**config.mk**
```make
export PLATFORM = sky130hd
export DESIGN_NAME = mpic_core
export DESIGN_NICKNAME = d
export VERILOG_FILES = /design/src/rtl/mpic_pkg.sv /design/src/rtl/mpic_enable_bank.sv /design/src/rtl/mpic_mask_bank.sv /design/src/rtl/mpic_pick.sv /design/src/rtl/mpic_core.sv
export SDC_FILE = /design/constraint.sdc
export NUM_CORES = 1
export LEC_CHECK = 0
export ABC_AREA = 0
export BUFFER_PORTS_ARGS = -buffer_cell sky130_fd_sc_hd__buf_2
export CAP_MARGIN = 20
export CORE_UTILIZATION = 55
export DETAILED_ROUTE_END_ITERATION = 10
export PLACE_DENSITY = 0.74
export SYNTH_ARGS = -nofsm -noshare
export SYNTH_HDL_FRONTEND = slang
export SYNTH_SLANG_ARGS = --single-unit
```
**constraint.sdc**
```tcl
create_clock -name clk -period 2.45 [get_ports clk]
set_clock_uncertainty 0.05 [all_clocks]
set_input_delay 0.1225 -clock clk [delete_from_list [all_inputs] [get_ports clk]]
set_output_delay 0.1225 -clock clk [all_outputs]
set_load 0.01 [all_outputs]
```
**src/rtl/mpic_pkg.sv**
```systemverilog
package mpic_pkg;
  localparam int DW      = 32;
  localparam int AW      = 8;
  localparam int ID_W    = 10;
  localparam logic [ID_W-1:0] IDLE_ID = 10'd1023;

  localparam logic [AW-1:0] OFS_CAPS    = 8'h00;
  localparam logic [AW-1:0] OFS_EN_SET  = 8'h30;
  localparam logic [AW-1:0] OFS_EN_CLR  = 8'h34;
  localparam logic [AW-1:0] OFS_ACK     = 8'h44;
  localparam logic [AW-1:0] OFS_MSK_SET = 8'h48;
  localparam logic [AW-1:0] OFS_MSK_CLR = 8'h4C;
endpackage

```
**src/rtl/mpic_enable_bank.sv**
```systemverilog
module mpic_enable_bank
  import mpic_pkg::*;
#(
  parameter int NSRC = 64
) (
  input  logic            clk,
  input  logic            rst,
  input  logic            set_cmd,
  input  logic            clr_cmd,
  input  logic [DW-1:0]   num,
  output logic [NSRC-1:0] en_q
);
  localparam int IDX_W = (NSRC > 1) ? $clog2(NSRC) : 1;

  logic            in_range;
  logic [IDX_W-1:0] idx;

  assign in_range = (num < DW'(NSRC));
  assign idx      = num[IDX_W-1:0];

  always_ff @(posedge clk) begin
    if (rst) begin
      en_q <= '0;
    end else if (in_range) begin
      if (set_cmd) en_q[idx] <= 1'b1;
      if (clr_cmd) en_q[idx] <= 1'b0;
    end
  end
endmodule

```
**src/rtl/mpic_mask_bank.sv**
```systemverilog
module mpic_mask_bank
  import mpic_pkg::*;
#(
  parameter int NSRC  = 64,
  parameter int NCPU  = 4,
  parameter int CPU_W = 2
) (
  input  logic                      clk,
  input  logic                      rst,
  input  logic                      set_cmd,
  input  logic                      clr_cmd,
  input  logic [CPU_W-1:0]          cpu,
  input  logic [DW-1:0]             num,
  output logic [NCPU-1:0][NSRC-1:0] mask_q
);
  localparam int IDX_W = (NSRC > 1) ? $clog2(NSRC) : 1;

  logic             in_range;
  logic [IDX_W-1:0] idx;

  assign in_range = (num < DW'(NSRC));
  assign idx      = num[IDX_W-1:0];

  for (genvar c = 0; c < NCPU; c++) begin : g_cpu
    logic hit;
    assign hit = in_range && (cpu == CPU_W'(c));
    always_ff @(posedge clk) begin
      if (rst) begin
        mask_q[c] <= '1;
      end else if (hit) begin
        if (set_cmd) mask_q[c][idx] <= 1'b1;
        if (clr_cmd) mask_q[c][idx] <= 1'b0;
      end
    end
  end
endmodule

```
**src/rtl/mpic_pick.sv**
```systemverilog
module mpic_pick
  import mpic_pkg::*;
#(
  parameter int NSRC = 64
) (
  input  logic [NSRC-1:0] elig,
  output logic [ID_W-1:0] id
);
  always_comb begin
    id = IDLE_ID;
    for (int i = NSRC - 1; i >= 0; i--) begin
      if (elig[i]) id = ID_W'(i);
    end
  end
endmodule

```
**src/rtl/mpic_core.sv**
```systemverilog
module mpic_core
  import mpic_pkg::*;
#(
  parameter int NSRC  = 64,
  parameter int NCPU  = 4,
  parameter int CPU_W = (NCPU > 1) ? $clog2(NCPU) : 1
) (
  input  logic             clk,
  input  logic             rst,
  input  logic             bus_valid,
  input  logic             bus_write,
  input  logic [CPU_W-1:0] bus_cpu,
  input  logic [AW-1:0]    bus_addr,
  input  logic [DW-1:0]    bus_wdata,
  output logic [DW-1:0]    bus_rdata,
  input  logic [NSRC-1:0]  src_in,
  output logic [NCPU-1:0]  cpu_irq
);
  localparam logic [DW-1:0] CAPS_WORD = DW'(NSRC) << 2;

  logic wr, rd;
  logic [NSRC-1:0]            en_q;
  logic [NCPU-1:0][NSRC-1:0]  mask_q;
  logic [NCPU-1:0][ID_W-1:0]  ack_id;
  logic [ID_W-1:0]            sel_id;

  assign wr = bus_valid &&  bus_write;
  assign rd = bus_valid && !bus_write;

  mpic_enable_bank #(.NSRC(NSRC)) u_en (
    .clk     (clk),
    .rst     (rst),
    .set_cmd (wr && bus_addr == OFS_EN_SET),
    .clr_cmd (wr && bus_addr == OFS_EN_CLR),
    .num     (bus_wdata),
    .en_q    (en_q)
  );

  mpic_mask_bank #(.NSRC(NSRC), .NCPU(NCPU), .CPU_W(CPU_W)) u_msk (
    .clk     (clk),
    .rst     (rst),
    .set_cmd (wr && bus_addr == OFS_MSK_SET),
    .clr_cmd (wr && bus_addr == OFS_MSK_CLR),
    .cpu     (bus_cpu),
    .num     (bus_wdata),
    .mask_q  (mask_q)
  );

  for (genvar c = 0; c < NCPU; c++) begin : g_pick
    mpic_pick #(.NSRC(NSRC)) u_pick (
      .elig (src_in & en_q & ~mask_q[c]),
      .id   (ack_id[c])
    );
    always_ff @(posedge clk) begin
      if (rst) cpu_irq[c] <= 1'b0;
      else     cpu_irq[c] <= (ack_id[c] != IDLE_ID);
    end
  end

  always_comb begin
    sel_id = IDLE_ID;
    for (int c = 0; c < NCPU; c++) begin
      if (bus_cpu == CPU_W'(c)) sel_id = ack_id[c];
    end
  end

  always_ff @(posedge clk) begin
    if (rst) begin
      bus_rdata <= '0;
    end else if (rd) begin
      case (bus_addr)
        OFS_CAPS: bus_rdata <= CAPS_WORD;
        OFS_ACK:  bus_rdata <= DW'(sel_id);
        default:  bus_rdata <= '0;
      endcase
    end
  end
endmodule

```
==> results.json <==
{
  "status": "finished, final reports clean",
  "peakVddDrop_uv": 659.2,
  "ys_seq_area_share_pct": 37.21,
  "syn_inst": 2445,
  "cts_tree": "yes",
  "place_hpwl_mm": 55.09,
  "cp.arrival_ps": 2840,
  "track_usage_pct": 47.29,
  "row_count": 65,
  "routed_wl_mm": 80.44,
  "finalSetupViolations": 0,
  "r2r_slack_ps": 30,
  "fin_crit_sh_pct": 98.68,
  "drc_errors": 0,
  "power_density_nw_per_um2": 557.4,
  "rsz0062_at_grt": "yes",
  "cp_max_fo": 5,
  "fillerInstances": 2784,
  "drt_iter0_markers": 3173,
  "via_per_inst": 6.934,
  "chipWidth_um": 182.2,
  "grt_pass1_wl_mm": 119.8,
  "synth_top_family_by_area": "compound AO/OA/AOI/OAI gates",
  "num_vias": 21446,
  "end_kind": "flip-flop",
  "rr_endpoint": "bus_rdata[0]",
  "synth.ff_latch_count": 332,
  "num_io_pins": 146,
  "tightest_slew_ps": 1090,
  "min_period_ps": 2418,
  "wire_per_inst_um": 26.01,
  "preCtsSetupSlack_ps": -213.1,
  "synth_compound_area_share_pct": 31.89,
  "drv_cap": 0,
  "synth.distinct_cells": 77,
  "cts_htree_levels": 2,
  "cp_data_required_time_ps": 2870,
  "synth_xor_xnor_area_share_pct": 0,
  "gp_congestion": 1.050,
  "ff2ff_path_depth": 9,
  "synth-edff-count": 0,
  "multi_input_area_um2": 10800,
  "avgSynthCellArea_um2": 7.306,
  "worst_setup_path_start_kind": "flip-flop",
  "synth.area.mux_share_pct": 0.2942,
  "portBuffers": 123,
  "grt_max_degree": 258,
  "final_cell_area_um2": 21560,
  "final_antenna_net_count": 0,
  "drtPass1Iterations": 7,
  "finalSetupTns_ps": 0,
  "nets": 2774,
  "fin_ws_ps": 32.36,
  "synthSimpleGateAreaFrac_pct": 26.49,
  "holdPathStages": 4,
  "min_from": "bus_write",
  "seq_area_um2": 6651,
  "synth_ff_type": "dfxtp_1",
  "core-area_um2": 31720,
  "cts_buffers": 38,
  "report.final.slew_viol_count": 0,
  "critPathKind": "flip-flop to flip-flop",
  "yosys.area_share.adder_pct": 0,
  "die_h_um": 182.2,
  "synthTopCellsByArea": "dfxtp_1 (37%), a21oi_1 (10%), nor2_1 (9.5%)",
  "clock_latency_ps": 550,
  "cts_buffer_depth": 3,
  "antenna_found_initial": 0,
  "initial_core_util_pct": 56.32,
  "cts-root-buf": "clkbuf_16",
  "dieArea_um2": 33200,
  "placed_cell_area_um2": 20000,
  "cts_num_sinks": 332,
  "num_antenna_cells": 0,
  "clk_pin_slew_ps": 70,
  "async_reset_ff_share_pct": 0,
  "maxSlewHeadroom_pct": 27.31,
  "worstHoldPathType": "primary input to flip-flop",
  "overflow": 0,
  "fin_total_pwr_uw": 12020,
  "p_leak_uw": 0.007930,
  "ys_warn_count": 0,
  "synth_area_um2": 17860,
  "synth_area_leader_cell": "dfxtp_1",
  "whs_endpoint": "bus_rdata[5]",
  "grt_pass1_vias": 20067,
  "area_growth_pct": 20.71,
  "synth_top_cell_area_share_pct": 37.21,
  "max_freq_mhz": 413.6,
  "hold_violations": 0,
  "layout-drive-gt1-share_pct": 16.57
}
-- timing repair --
action,CTS,global route
pin swaps,2,7
endpoints found under the hold margin,1,0
endpoints found under the setup margin,5,6
gates cloned,0,0
gates resized for setup,10,39
setup buffers,0,3
hold buffers,1,0
-- worst max-delay path, cell delays in order (launching register included) --
cell,delay (ps)
dfxtp_1,330
nand2_1,170
buf_4,170
o32ai_1,80
o21ai_0,120
a21oi_1,130
or4_1,620
a2111oi_2,390
o21ai_0,160
o31ai_1,120
-- routing by layer --
layer | GRT usage (%) | wire (um) | up-vias
li1 | - | - | 9423
met1 | 58.69 | 29200 | 9888
met2 | 71.56 | 33690 | 1694
met3 | 10.76 | 10430 | 441
met4 | 35.73 | 7109 | 0
met5 | 0 | 0 | -
-- worst max path at each step --
stage	start	end	slack [ps]	cells past startpoint
2_1_floorplan	flip-flop	bus_rdata[5]	270	8
3_3_place_gp	flip-flop	bus_rdata[3]	-110	8
3_5_place_dp	flip-flop	bus_rdata[0]	-210	8
4_1_cts	u_msk.mask_q[64]	bus_rdata[8]	8	8
5_1_grt	flip-flop	bus_rdata[8]	-40	8
6_report	flip-flop	bus_rdata[0]	30	9
-- stage by stage --
step	hold WS [ps]	std cells	utilization, %
3_5_place_dp	442.3	3022	63.05
5_1_grt	52.22	3093	67.98
2_1_floorplan	323.5	2466	-
3_3_place_gp	437.9	3022	63.05
6_report	5.774	3093	67.98
4_1_cts	8.886	3090	67.36
-- cells in the mapped netlist, types with 4 or more instances --
library cell	count
a2111oi_0	4
a211oi_1	15
a21o_1	5
a21oi_1	358
a311oi_1	52
a31oi_1	14
and2_1	11
and3_1	13
and3b_1	26
buf_1	9
buf_2	24
buf_4	24
clkbuf_1	97
dfxtp_1	332
inv_1	6
nand2_1	184
nand2b_1	5
nand3_1	22
nand3b_1	123
nand4_1	11
nand4b_1	5
nor2_1	453
nor2b_1	8
nor3_1	58
nor4_1	19
o2111ai_1	26
o211ai_1	21
o21a_1	9
o21ai_0	246
o21ai_1	86
o221ai_1	6
o22a_1	5
o22ai_1	61
o2bb2ai_1	4
o31ai_1	7
o32ai_1	11
o41ai_1	5
or2_2	10
or3_1	4
or4_1	4
-- where the power goes --
part           total (uW)  leakage, uW  internal (uW)  switching, uW
combinational         559      0.00461            150            409
sequential           5400      0.00269           5400          0.200
clock                6060     0.000639           3660           2400
total               12000      0.00793           9210           2810
-- final cells by class --
class	count	area share, %
multi-input cells	1972	50.08
flip-flops and latches	332	30.85
repair buffers	314	10.50
clock buffers	56	5.298
well taps	402	2.333
clock inverters	11	0.8124
inverters	6	0.1277
-- logic make-up after synthesis --
family	count (synthesis)
AO/OA/AOI/OAI	973
flip-flops	332
buffers and inverters	162
other	1
multiplexers	2
AND/OR/NAND/NOR	975
-- cell usage in the layout (no fill, tap or decap), drive strengths merged, types with 8 or more instances in the layout --
| cell | count |
|---|---|
| o2111ai | 26 |
| o32ai | 11 |
| a311oi | 52 |
| clkbuf | 56 |
| nand2 | 184 |
| a21oi | 358 |
| a211oi | 15 |
| nand4 | 11 |
| dfxtp | 332 |
| nand3b | 123 |
| o21a | 9 |
| o21ai | 332 |
| o22ai | 61 |
| nand3 | 22 |
| and3b | 27 |
| o211ai | 21 |
| conb | 22 |
| nor3 | 59 |
| a31oi | 14 |
| nor2 | 453 |
| and2 | 11 |
| and3 | 13 |
| nor4 | 21 |
| nor2b | 8 |
| or2 | 10 |
| buf | 313 |
Power figures use the tool's default switching activity.
